$ cat src/rtl/mcc_pkg.sv
package mcc_pkg;
  localparam logic [4:0] OP_NOP  = 5'd0;
  localparam logic [4:0] OP_LD   = 5'd1;
  localparam logic [4:0] OP_LDR  = 5'd2;
  localparam logic [4:0] OP_ST   = 5'd3;
  localparam logic [4:0] OP_STR  = 5'd4;
  localparam logic [4:0] OP_LA   = 5'd5;
  localparam logic [4:0] OP_LAR  = 5'd6;
  localparam logic [4:0] OP_ADDI = 5'd13;
  localparam logic [4:0] OP_ANDI = 5'd21;
  localparam logic [4:0] OP_ORI  = 5'd23;
  localparam logic [4:0] OP_SHR  = 5'd26;
  localparam logic [4:0] OP_SHRA = 5'd27;
  localparam logic [4:0] OP_SHL  = 5'd28;
  localparam logic [4:0] OP_SHC  = 5'd29;
  localparam logic [4:0] OP_STOP = 5'd31;

  typedef enum logic [2:0] {
    ST_FETCH, ST_EXEC, ST_MEM, ST_WB, ST_HALT
  } phase_e;

  function automatic logic [31:0] sext_short(input logic [16:0] v);
    return {{15{v[16]}}, v};
  endfunction

  function automatic logic [31:0] sext_long(input logic [21:0] v);
    return {{10{v[21]}}, v};
  endfunction

  function automatic logic [31:0] shift_word(input logic [4:0] op,
                                             input logic [31:0] v,
                                             input logic [4:0] n);
    logic [63:0] dbl;
    dbl = {v, v} << n;
    case (op)
      OP_SHR:  return v >> n;
      OP_SHRA: return 32'($signed(v) >>> n);
      OP_SHL:  return v << n;
      default: return dbl[63:32];
    endcase
  endfunction
endpackage

$ cat src/rtl/mcc_regfile.sv
module mcc_regfile #(
  parameter int XLEN = 32,
  parameter int NREG = 32,
  localparam int IW = $clog2(NREG)
) (
  input  logic            clk,
  input  logic            rst_n,
  input  logic [IW-1:0]   rd_a_idx,
  output logic [XLEN-1:0] rd_a,
  input  logic [IW-1:0]   rd_b_idx,
  output logic [XLEN-1:0] rd_b,
  input  logic            wr_en,
  input  logic [IW-1:0]   wr_idx,
  input  logic [XLEN-1:0] wr_data
);
  logic [XLEN-1:0] regs [NREG];

  for (genvar g = 0; g < NREG; g++) begin : g_reg
    always_ff @(posedge clk or negedge rst_n) begin
      if (!rst_n)                            regs[g] <= '0;
      else if (wr_en && wr_idx == IW'(g))    regs[g] <= wr_data;
    end
  end

  assign rd_a = regs[rd_a_idx];
  assign rd_b = regs[rd_b_idx];
endmodule

$ cat src/rtl/mcc_exec.sv
module mcc_exec
  import mcc_pkg::*;
(
  input  logic [31:0] ir,
  input  logic [31:0] pc,
  input  logic [31:0] rb_val,
  output logic [31:0] result,
  output logic [31:0] eff_addr,
  output logic        is_mem,
  output logic        is_store,
  output logic        wr_reg,
  output logic        is_stop
);
  logic [4:0]  op;
  logic [31:0] c2x, c1x, base, abs_sum, rel_sum;

  assign op      = ir[31:27];
  assign c2x     = sext_short(ir[16:0]);
  assign c1x     = sext_long(ir[21:0]);
  assign base    = (ir[21:17] == 5'd0) ? 32'd0 : rb_val;
  assign abs_sum = base + c2x;
  assign rel_sum = pc + c1x;

  always_comb begin
    result   = '0;
    eff_addr = '0;
    is_mem   = 1'b0;
    is_store = 1'b0;
    wr_reg   = 1'b0;
    is_stop  = 1'b0;
    case (op)
      OP_LD:   begin is_mem = 1'b1; eff_addr = {abs_sum[31:2], 2'b00}; end
      OP_ST:   begin is_mem = 1'b1; is_store = 1'b1; eff_addr = {abs_sum[31:2], 2'b00}; end
      OP_LA:   begin wr_reg = 1'b1; result = abs_sum; end
      OP_LDR:  begin is_mem = 1'b1; eff_addr = {rel_sum[31:2], 2'b00}; end
      OP_STR:  begin is_mem = 1'b1; is_store = 1'b1; eff_addr = {rel_sum[31:2], 2'b00}; end
      OP_LAR:  begin wr_reg = 1'b1; result = rel_sum; end
      OP_ADDI: begin wr_reg = 1'b1; result = rb_val + c2x; end
      OP_ANDI: begin wr_reg = 1'b1; result = rb_val & c2x; end
      OP_ORI:  begin wr_reg = 1'b1; result = rb_val | c2x; end
      OP_SHR, OP_SHRA, OP_SHL, OP_SHC:
               begin wr_reg = 1'b1; result = shift_word(op, rb_val, ir[4:0]); end
      OP_STOP: is_stop = 1'b1;
      default: ;
    endcase
  end
endmodule

$ cat src/rtl/mcc_core.sv
module mcc_core
  import mcc_pkg::*;
#(
  parameter int XLEN = 32,
  parameter int NREG = 32,
  localparam int IW = $clog2(NREG)
) (
  input  logic            clk,
  input  logic            rst_n,
  output logic            mem_req,
  output logic            mem_we,
  output logic [XLEN-1:0] mem_addr,
  output logic [XLEN-1:0] mem_wdata,
  input  logic [XLEN-1:0] mem_rdata,
  input  logic            mem_ready,
  output logic            halted
);
  phase_e          phase;
  logic [XLEN-1:0] pc, ir, addr_q, wdata_q, res_q;
  logic            we_q;
  logic [XLEN-1:0] ra_val, rb_val, x_res, x_addr;
  logic            x_mem, x_store, x_wr, x_stop;

  // named events used by the assertions
  logic fetch_done, mem_done, wb_fire;
  assign fetch_done = (phase == ST_FETCH) && mem_ready;
  assign mem_done   = (phase == ST_MEM) && mem_ready;
  assign wb_fire    = (phase == ST_WB);

  mcc_regfile #(.XLEN(XLEN), .NREG(NREG)) u_rf (
    .clk(clk), .rst_n(rst_n),
    .rd_a_idx(ir[26:22]), .rd_a(ra_val),
    .rd_b_idx(ir[21:17]), .rd_b(rb_val),
    .wr_en(wb_fire), .wr_idx(ir[26:22]), .wr_data(res_q)
  );

  mcc_exec u_exec (
    .ir(ir), .pc(pc), .rb_val(rb_val),
    .result(x_res), .eff_addr(x_addr),
    .is_mem(x_mem), .is_store(x_store), .wr_reg(x_wr), .is_stop(x_stop)
  );

  always_ff @(posedge clk or negedge rst_n) begin
    if (!rst_n) begin
      phase   <= ST_FETCH;
      pc      <= '0;
      ir      <= '0;
      addr_q  <= '0;
      wdata_q <= '0;
      res_q   <= '0;
      we_q    <= 1'b0;
    end else begin
      case (phase)
        ST_FETCH: if (mem_ready) begin
          ir    <= mem_rdata;
          pc    <= pc + XLEN'(4);
          phase <= ST_EXEC;
        end
        ST_EXEC: begin
          if (x_stop) phase <= ST_HALT;
          else if (x_mem) begin
            addr_q  <= x_addr;
            wdata_q <= ra_val;
            we_q    <= x_store;
            phase   <= ST_MEM;
          end else if (x_wr) begin
            res_q <= x_res;
            phase <= ST_WB;
          end else phase <= ST_FETCH;
        end
        ST_MEM: if (mem_ready) begin
          if (we_q) phase <= ST_FETCH;
          else begin
            res_q <= mem_rdata;
            phase <= ST_WB;
          end
        end
        ST_WB:   phase <= ST_FETCH;
        default: phase <= ST_HALT;
      endcase
    end
  end

  assign mem_req   = (phase == ST_FETCH) || (phase == ST_MEM);
  assign mem_we    = (phase == ST_MEM) && we_q;
  assign mem_addr  = (phase == ST_MEM) ? addr_q : pc;
  assign mem_wdata = (phase == ST_MEM && we_q) ? wdata_q : '0;
  assign halted    = (phase == ST_HALT);


  req_hold_chk: assert property (@(posedge clk) disable iff (!rst_n)
    (mem_req && !mem_ready) |=> (mem_req && $stable(mem_addr) && $stable(mem_we) && $stable(mem_wdata)));

  halt_quiet_chk: assert property (@(posedge clk) disable iff (!rst_n)
    halted |-> !mem_req);

  halt_sticky_chk: assert property (@(posedge clk) disable iff (!rst_n)
    halted |=> halted);

  pc_step_chk: assert property (@(posedge clk) disable iff (!rst_n)
    fetch_done |=> (pc == $past(pc) + XLEN'(4)));

  wb_src_chk: assert property (@(posedge clk) disable iff (!rst_n)
    wb_fire |-> ($past(phase) == ST_EXEC || $past(mem_done)));
endmodule

$ cat config.mk
export PLATFORM = sky130hd
export DESIGN_NAME = mcc_core
export DESIGN_NICKNAME = d
export VERILOG_FILES = /design/src/rtl/mcc_pkg.sv /design/src/rtl/mcc_regfile.sv /design/src/rtl/mcc_exec.sv /design/src/rtl/mcc_core.sv
export SDC_FILE = /design/constraint.sdc
export NUM_CORES = 2
export LEC_CHECK = 0
export BUFFER_PORTS_ARGS = -buffer_cell sky130_fd_sc_hd__buf_2
export CORE_ASPECT_RATIO = 1.1
export CORE_MARGIN = 2
export CORE_UTILIZATION = 40
export DETAILED_ROUTE_END_ITERATION = 10
export PLACE_DENSITY = 0.68
export SETUP_SLACK_MARGIN = 0.4
export SLEW_MARGIN = 20
export SYNTH_ARGS = -nofsm -noshare
export SYNTH_HDL_FRONTEND = slang
export SYNTH_SLANG_ARGS = --single-unit
$ cat constraint.sdc
create_clock -name clk -period 4.76 [get_ports clk]
set_clock_uncertainty 0.05 [all_clocks]
set_input_delay 0.476 -clock clk [delete_from_list [all_inputs] [get_ports clk]]
set_output_delay 0.476 -clock clk [all_outputs]
set_load 0.05 [all_outputs]
==> impl_metrics.py <==
metrics = {
    "critical_path": {
        "critical_path.startpoint_type": "flop",
        "critPathRequiredTime_ps": 5380,
        "timing.reg2reg.worst_path_depth": 25,
        "cp_data_arrival_time_ps": 5620,
        "critical_path.reg2reg.startpoint": "ir[19]",
        "max_stage_delay_ps": 450,
        "timing.rr.end": "res_q[22]",
        "critPathMostFrequentCell": "buf_4",
        "cp_max_fo": 7,
        "cpMaxStageDelayCell": "dfrtp_4",
        "setup.worst_path.end_class": "flop",
        "critical_path_class": "flop to flop",
        "setup.reg_to_reg.worst_slack_ps": -230,
    },
    "logic_synthesis": {
        "yosys_warnings": 0,
        "syn_avg_cell_area_um2": 11.8,
        "synth_area_um2": 74300,
        "number_of_enable_flip_flop_cells_after_synthesis": 0,
        "asyncSetResetFlopFracSynth": 1.00,
        "synthCells": 6287,
        "synth_top_flop_cell": "dfrtp_1",
        "synth_cell_types": 99,
        "yosysSeqAreaShare": 0.399,
        "synth-seq-cells": 1184,
    },
    "routing": {
        "route.detailed.wl_per_inst_um": 32.9,
        "wl_um": 313000,
        "drt_iter0_drcs": 7378,
        "first_pass_detailed_route_iteration_total": 9,
        "number_of_vias_after_detailed_routing": 62600,
        "postRouteAntennaNets": 0,
        "drt-vias-per-instance": 6.58,
        "number_of_design_rule_violations_left_after_detail_routing": 0,
    },
    "layout": {
        "area_delta_synth_final_pct": 24.5,
        "multi_input_comb_area_um2": 44600,
        "fillCellCount": 15800,
        "sequential_cell_area_um2": 29700,
        "final_core_utilization": 0.502,
        "finish.net_count": 7157,
        "drive_gt1_frac": 0.459,
    },
    "cts": {
        "cts.path.max_buffers": 3,
        "clk_transition_reported_paths_ps": 60,
        "cts_tree": "done",
        "cts-htree-levels": 4,
        "cts.sink_count": 1184,
        "cts-root-buf": "clkbuf_16",
        "clk-insertion-delay-late_ps": 820,
        "tritoncts.num_buffers": 131,
    },
    "floorplanning": {
        "chipWidth_um": 415,
        "fp.coreArea_um2": 184000,
        "number_of_ports_placed_on_the_die_boundary": 102,
        "dieHeight_um": 456,
        "initial_core_utilization": 0.403,
        "rows": 165,
        "fp.dieArea_um2": 189000,
    },
    "grt": {
        "grt_first_pass_wirelength_um": 444000,
        "overflow": 0,
        "first_global_vias": 62300,
        "grt_util_overall": 0.319,
        "grt_max_degree": 159,
        "antenna_found_initial": 7,
    },
    "sta": {
        "maximum_operating_frequency_mhz": 200,
        "finalHoldViolations": 0,
        "layout_min_cycle_time_ps": 4990,
        "grt_setup_unrepaired": "yes",
        "timing.max_slew.rel_slack": 0.218,
        "timing.final.ws_setup_ps": -232,
        "final.hold.worst_slack_ps": 63.3,
        "final_min_period_over_clock_period": 1.05,
        "tightest_slew_ps": 1170,
        "timing_max_transition_violations_final": 0,
        "finalSetupViolCount": 23,
    },
    "min_path": {
        "worstHoldPathType": "primary input to flop",
        "worst_hold_path.num_cells": 2,
        "worst_hold_startpoint": "mem_rdata[23]",
        "min_delay_worst_endpoint": "ir[23]",
    },
    "place": {
        "finalWeightedCongestion": 1.02,
        "place.detailed.hpwl_um": 211000,
        "io_buffer_count": 99,
    },
    "run": {
        "total_of_max_cap_violations": 0,
    },
    "outcome": {
        "run_status": "finished with violations",
        "violated_checks": "setup timing",
    },
    "power": {
        "irDropWorstVdd_uv": 493,
        "power.density_nw_per_um2": 700,
        "power_leakage_nw": 42.6,
    },
}
cell type report:
cell class                      count  area share
Inverter                           76     0.00325
Antenna cell                        4    0.000108
Clock buffer                      174      0.0402
Multi-Input combinational cell   4465       0.482
Timing Repair Buffer             1128       0.111
Clock inverter                     59     0.00966
Tap cell                         2421      0.0328
Sequential cell                  1184       0.321
timing repair:
action,4_1_cts,5_1_grt
hold buffers,29,0
setup endpoints to repair,59,57
buffers inserted,81,66
hold endpoints to repair,122,0
resized for setup,325,346
cloned,9,7
pin swaps,116,151
registers in the layout, indices dropped and copies added (netlist names):
| register | count |
|---|---|
| we_q | 1 |
| wdata_q | 32 |
| addr_q | 30 |
| ir | 32 |
| res_q | 32 |
| pc | 30 |
| u_rf.regs | 1024 |
| phase | 3 |
how the worst max path moves through the flow:
stage / from / endpoint / cells past startpoint
after detailed placement: ir[19] / res_q[22] / 22
after global placement: ir[19] / res_q[29] / 22
after floorplan: ir[19] / res_q[29] / 22
final: ir[19] / res_q[22] / 25
after CTS: ir[19] / res_q[22] / 22
after global routing: ir[19] / res_q[22] / 25
cells in the final DEF, fill, tap and decap left out, types with 25 or more instances in the layout:
cell type      instances
a21o_1                42
a21oi_1              108
a21oi_2               25
a221oi_1              25
a22oi_1              138
a22oi_2               34
and3_1                70
buf_12                80
buf_2                 98
buf_4                797
buf_6                 81
clkbuf_16            141
dfrtp_1             1149
dfrtp_2               27
dlygate4sd3_1         29
ha_1                 114
inv_1                 58
mux2_2              1054
mux2i_1              540
mux2i_2               27
mux4_2               387
nand2_1              358
nand2b_1              26
nand3_1              119
nor2_1               236
nor3_1                38
o211ai_1              28
o21ai_0              163
o21ai_1               32
o22ai_1              126
xnor2_1               56
xor2_1                33
power breakdown:
group	total, mW	switching (mW)	leakage, nW	internal (mW)
clock network	11.1	4.53	2.26	6.55
registers	14.1	2.58	16.3	11.6
logic	39.5	21.8	24.1	17.7
total	64.8	28.9	42.6	35.8
synth_stat cells, types with 86 or more instances:
master	n	area, µm²
clkbuf_1	382	1430
mux4_2	387	8720
nor2_1	268	1010
nand3_1	138	691
o21ai_0	205	1030
mux2_2	1054	11900
buf_1	86	323
nand2_1	380	1430
a22oi_1	172	1290
ha_1	133	1660
a21oi_1	142	711
dfrtp_1	1184	29600
mux2i_1	588	5890
o22ai_1	150	938
cell families (layout without fill, tap and decap cells):
| kind of cell | Yosys count | in the layout | synth area share |
|---|---|---|---|
| other | 1 | 6 | 0.0000505 |
| xor gates and xnor gates | 103 | 103 | 0.0121 |
| and+or+nand+nor | 1117 | 1117 | 0.0716 |
| muxes | 2029 | 2029 | 0.356 |
| buffers and inverters | 639 | 1437 | 0.0389 |
| DFF | 1184 | 1184 | 0.399 |
| AOI/OAI and AO/OA | 1078 | 1078 | 0.0988 |
| adders and majority gates | 136 | 136 | 0.0232 |
routing by layer:
layer,vias up,wire [µm],GRT usage
met4,6,29700,0.246
met2,3889,141000,0.499
met1,32000,113000,0.380
met5,-,179,0
li1,25300,-,-
met3,1283,28700,0.0754
worst max-delay path, delay by kind of cell, from the launching register on:
kind / cells / cell delay [ps]
AOI/OAI and AO/OA: 11 / 1840
buffers and inverters: 7 / 1060
and+or+nand+nor: 4 / 690
DFF: 1 / 450
adders and majority gates: 1 / 360
muxes: 1 / 260
xor gates and xnor gates: 1 / 140
per-stage QoR:
step	area [µm²]	total power [mW]	setup slack, ps	cells	setup TNS, ps
after floorplan	74500	31.6	62.5	6288	0
after global placement	82800	46.7	-924	9081	-22980
after detailed placement	82800	47.0	-964	9081	-24470
after CTS	90100	60.9	-213	9433	-1670
after global routing	92500	66.6	-322	9507	-5680
final	92500	64.8	-232	9511	-2390
No activity file was read; power rests on OpenSTA's default activity.
